--- config.mk ---
export PLATFORM = sky130hd
export DESIGN_NAME = xcvr_reg_bidir
export DESIGN_NICKNAME = d
export VERILOG_FILES = /design/src/rtl/xcvr_pkg.sv /design/src/rtl/xcvr_edge.sv /design/src/rtl/xcvr_store.sv /design/src/rtl/xcvr_path.sv /design/src/rtl/xcvr_reg_bidir.sv
export SDC_FILE = /design/constraint.sdc
export NUM_CORES = 1
export LEC_CHECK = 0
export BUFFER_PORTS_ARGS = -buffer_cell sky130_fd_sc_hd__buf_2
export CORE_UTILIZATION = 45
export DETAILED_ROUTE_END_ITERATION = 8
export GPL_TIMING_DRIVEN = 0
export PLACE_DENSITY_LB_ADDON = 0.05
export SYNTH_ARGS = -nofsm -noshare
export SYNTH_HDL_FRONTEND = slang
export SYNTH_HIERARCHICAL = 1
export SYNTH_SLANG_ARGS = --single-unit
export TNS_END_PERCENT = 5
--- constraint.sdc ---
create_clock -name clk -period 2 [get_ports clk]
set_input_delay 0.4 -clock clk [delete_from_list [all_inputs] [get_ports clk]]
set_output_delay 0.4 -clock clk [all_outputs]
set_load 0.01 [all_outputs]
--- src/rtl/xcvr_pkg.sv ---
package xcvr_pkg;
  // Index of each capture strobe in the strobe vector
  typedef enum int unsigned {
    SIDE_A = 0,
    SIDE_B = 1
  } side_e;

  localparam int unsigned NUM_SIDES = 2;
endpackage

--- src/rtl/xcvr_edge.sv ---
module xcvr_edge #(
  parameter int unsigned N = 2
) (
  input  logic         clk,
  input  logic         rst,
  input  logic [N-1:0] stb,
  output logic [N-1:0] rise
);
  logic [N-1:0] stb_q;

  for (genvar i = 0; i < N; i++) begin : g_edge
    // History is set to 1 during reset, so a strobe held high gives no edge afterwards
    always_ff @(posedge clk) begin
      if (rst) stb_q[i] <= 1'b1;
      else     stb_q[i] <= stb[i];
    end

    assign rise[i] = stb[i] & ~stb_q[i];

    // one rising strobe cannot report an edge on two consecutive clocks
    p_single_edge_r3: assert property (@(posedge clk) disable iff (rst)
      rise[i] |=> !rise[i]);
  end
endmodule

--- src/rtl/xcvr_store.sv ---
module xcvr_store #(
  parameter int unsigned W = 8
) (
  input  logic         clk,
  input  logic         rst,
  input  logic         load,
  input  logic [W-1:0] d,
  output logic [W-1:0] q
);
  always_ff @(posedge clk) begin
    if (rst)       q <= '0;
    else if (load) q <= d;
  end

  // a load edge stores the sampled data
  p_load_r1: assert property (@(posedge clk) disable iff (rst)
    load |=> q == $past(d));

  // without a load the value stays put
  p_hold_r3: assert property (@(posedge clk) disable iff (rst)
    !load |=> $stable(q));

  // reset clears the register
  p_clear_r4: assert property (@(posedge clk)
    rst |=> q == '0);
endmodule

--- src/rtl/xcvr_path.sv ---
module xcvr_path #(
  parameter int unsigned W = 8
) (
  input  logic         use_reg,
  input  logic [W-1:0] live,
  input  logic [W-1:0] stored,
  output logic [W-1:0] out
);
  // One independent, non-inverting channel per bit
  for (genvar i = 0; i < W; i++) begin : g_bit
    assign out[i] = use_reg ? stored[i] : live[i];
  end
endmodule

--- src/rtl/xcvr_reg_bidir.sv ---
module xcvr_reg_bidir #(
  parameter int unsigned DATA_W = 8
) (
  input  logic              clk,
  input  logic              rst,
  input  logic              cap_a_stb,
  input  logic              cap_b_stb,
  input  logic              en_n,
  input  logic              dir_to_b,
  input  logic              b_from_reg,
  input  logic              a_from_reg,
  input  logic [DATA_W-1:0] a_in,
  input  logic [DATA_W-1:0] b_in,
  output logic [DATA_W-1:0] a_out,
  output logic [DATA_W-1:0] a_oe,
  output logic [DATA_W-1:0] b_out,
  output logic [DATA_W-1:0] b_oe
);
  import xcvr_pkg::*;

  logic [NUM_SIDES-1:0] stb_vec;
  logic [NUM_SIDES-1:0] rise_vec;
  logic [DATA_W-1:0]    reg_a;
  logic [DATA_W-1:0]    reg_b;
  logic                 drive_a;
  logic                 drive_b;

  assign stb_vec[SIDE_A] = cap_a_stb;
  assign stb_vec[SIDE_B] = cap_b_stb;

  xcvr_edge #(.N(NUM_SIDES)) u_edge (
    .clk  (clk),
    .rst  (rst),
    .stb  (stb_vec),
    .rise (rise_vec)
  );

  xcvr_store #(.W(DATA_W)) u_store_a (
    .clk  (clk),
    .rst  (rst),
    .load (rise_vec[SIDE_A]),
    .d    (a_in),
    .q    (reg_a)
  );

  xcvr_store #(.W(DATA_W)) u_store_b (
    .clk  (clk),
    .rst  (rst),
    .load (rise_vec[SIDE_B]),
    .d    (b_in),
    .q    (reg_b)
  );

  xcvr_path #(.W(DATA_W)) u_path_b (
    .use_reg (b_from_reg),
    .live    (a_in),
    .stored  (reg_a),
    .out     (b_out)
  );

  xcvr_path #(.W(DATA_W)) u_path_a (
    .use_reg (a_from_reg),
    .live    (b_in),
    .stored  (reg_b),
    .out     (a_out)
  );

  always_comb begin
    drive_a = ~en_n & ~dir_to_b;
    drive_b = ~en_n &  dir_to_b;
  end

  assign a_oe = {DATA_W{drive_a}};
  assign b_oe = {DATA_W{drive_b}};

  // never both sides driven
  p_one_side_r10: assert property (@(posedge clk) disable iff (rst)
    !((|a_oe) && (|b_oe)));

  // isolation keeps both sides undriven
  p_isolate_r5: assert property (@(posedge clk) disable iff (rst)
    en_n |-> (a_oe == '0) && (b_oe == '0));

  // the stored path shows a fresh capture on the next cycle
  p_follow_r9: assert property (@(posedge clk) disable iff (rst)
    (rise_vec[SIDE_A] && b_from_reg) ##1 b_from_reg |-> b_out == $past(a_in));
endmodule

==> impl_metrics.ini <==
[run_status]
status = complete, no violations

[clock_tree]
clk_path_buf_depth = 2
htree_levels = 1
path_clk_slew_ps = 100
clk_latency_ps = 290
cts-root-buf = clkbuf_4
cts_setup_buffers = 0
cts_resized = 0
cts_tree = done
holdBufCountCts = 0
cts_buffers = 3
numClockSinks = 18

[critical_path]
cp_data_arrival_time_ps = 1190
worst_path_max_delay_cell = nor2_1
worstPathMaxFanout = 8
crit_path_max_incr_delay_ps = 380
critPathCaptureType = output port
path_class = in2out
critPathLaunchType = primary input
crit_buf_inv = 3
cp_cell_sequence = buf_2 -> nor2_1 -> buf_4 -> buf_2
cp_top_family = buffers and inverters
critPathRequiredTime_ps = 1600
crit_top_cell = buf_2

[sta]
slew_viol_final = 0
timing.fmax_mhz = 628
rsz0062_at_grt = no
period_share_pct = 79.6
setup_viol = 0
maxSlewHeadroom_pct = 68.8
fin_ws_ps = 408
hold_slack_ps = 296
fin_setup_tns_ps = 0
hold_violations = 0
clock_skew_ps = 3.00
tightest_slew_ps = 467
layout_min_cycle_time_ps = 1590

[pwr]
power_density_mw_per_mm2 = 583
seqPwrFrac_pct = 47.5
ir_drop_uv = 485
p_leak_nw = 0.723
p_total_uw = 796
switching_share_pct = 24.8
p_switching_uw = 197
p_int_uw = 599
clockPowerShare_pct = 27.6
pwr-share-comb_pct = 25.0

[placed_design]
io_buffers = 53
dp.cells = 174
dpl.hpwl_um = 1400
gp_congestion = 0.603
place_ws_ps = 419
dpl_cell_area_mm2 = 0.00133

[yosys]
syn_avg_cell_area_um2 = 11.0
synth_compound_area_share_pct = 0
synth_area_mm2 = 0.00103
ys.warnings.count = 6
yosys.area.top_type = dfxtp_1
synthAdderAreaFrac_pct = 0
muxShareOfSynthArea_pct = 38.8
synth-seq-cells = 18
ys_top_cells_by_area = dfxtp_1 35%, mux2_4 23%, mux2i_1 16%, buf_4 12%, nor2_1 6.2%
yosys.area_share.xor_xnor_pct = 0
synth.top_cell.area_share_pct = 35.0
synth_top_family_by_area = multiplexers
yosysSeqAreaShare_pct = 35.0
synth-simple-area-share_pct = 9.47
synth_cell_types = 10
synthCells = 94
syn_nets = 118

[routing]
drt_iter0_drc = 6
wire_per_inst_um = 10.1
finalWirelength_um = 1790
dr.pass1.iters = 2
postRouteAntennaNets = 0
vias = 774
post-route-drc-count = 0
via_per_inst = 4.35

[floorplanning]
coreArea_mm2 = 0.00206
die-height_um = 49.9
io_pins = 56
die_w_um = 49.9
design.die.area_mm2 = 0.00249
start_util_pct = 50.0
row_count = 16

[layout]
drive_gt1_share_pct = 62.3
area_delta_synth_final_pct = 32.5
fin_cells = 178
stdcell_area_mm2 = 0.00137
num_antenna_cells = 0
post-route-util_pct = 66.3
fin_nets = 176

[global_routing]
grt_pass1_wl_um = 2940
grt_util_all_layers_pct = 15.5
antenna_found_initial = 0
grt_pass1_vias = 690
grt_max_degree = 11
grt_overflow = 0

[min_path]
hold_class = in2reg

[job]
cap_violations = 0
==> registers in the layout, indices dropped and copies added, names as in the netlist <==
name / flops
u_edge/stb_q: 2
u_store_a/q: 8
u_store_b/q: 8
==> Yosys cell counts <==
cell type,count
buf_4,16
mux2_4,16
or2_1,2
buf_1,2
mux2i_1,16
nor2b_1,2
dfxtp_1,18
buf_6,4
nor2b_2,1
nor2_1,17
==> power groups by stage <==
stage / Clock (mW) / Sequential, mW / Combinational [mW]
final: 0.219 / 0.378 / 0.199
after global routing: 0.245 / 0.379 / 0.217
after CTS: 0.229 / 0.378 / 0.201
after detailed placement: 0 / 0.386 / 0.200
after global placement: 0 / 0.385 / 0.197
after floorplan: 0 / 0.384 / 0.132
==> cell type report <==
class	count	area [um^2]
Tap cell	27	33.8
Fill cell	171	696
Multi-Input combinational cell	54	498
Buffer	22	173
Clock buffer	4	36.3
Sequential cell	18	360
Timing Repair Buffer	53	265
==> worst paths after layout <==
path	from	to	slack (ps)	cells past startpoint
worst max-delay path	en_n	a_oe[4]	410	4
worst max register to register	u_edge/stb_q[1]	u_store_b/q[7]	990	4
worst min-delay path	cap_a_stb	u_edge/stb_q[0]	300	2
worst min register to register	u_store_a/q[1]	u_store_a/q[1]	500	2
==> kinds of logic after synthesis <==
logic type             after synthesis
muxes                               32
and+or+nand+nor                     22
buffers and inverters               22
DFF                                 18
==> per-layer routing <==
metal | GRT usage [%] | vias up | share of wire (%)
li1 | - | 405 | -
met1 | 18.2 | 333 | 45
met2 | 27.0 | 34 | 47
met3 | 2.78 | 2 | 7.1
met4 | 7.14 | 0 | 0.45
met5 | 0 | - | 0
==> layout by cell type (no fill, tap or decap) <==
| cell type | netlist | layout |
|---|---|---|
| buf_2 | 0 | 53 |
| mux2i_1 | 16 | 16 |
| buf_6 | 4 | 4 |
| nor2b_1 | 2 | 2 |
| nor2_1 | 17 | 17 |
| buf_1 | 2 | 2 |
| dfxtp_1 | 18 | 18 |
| or2_1 | 2 | 2 |
| clkbuf_8 | 0 | 1 |
| clkbuf_4 | 0 | 3 |
| buf_4 | 16 | 16 |
| nor2b_2 | 1 | 1 |
| mux2_4 | 16 | 16 |
==> worst register-to-register path: stages, from the launching register on <==
cell and delay (ps):
dfxtp_1 320, nor2b_1 130, buf_6 170, mux2i_1 210, nor2_1 70
Note: power is estimated with default switching activity, not from simulation.
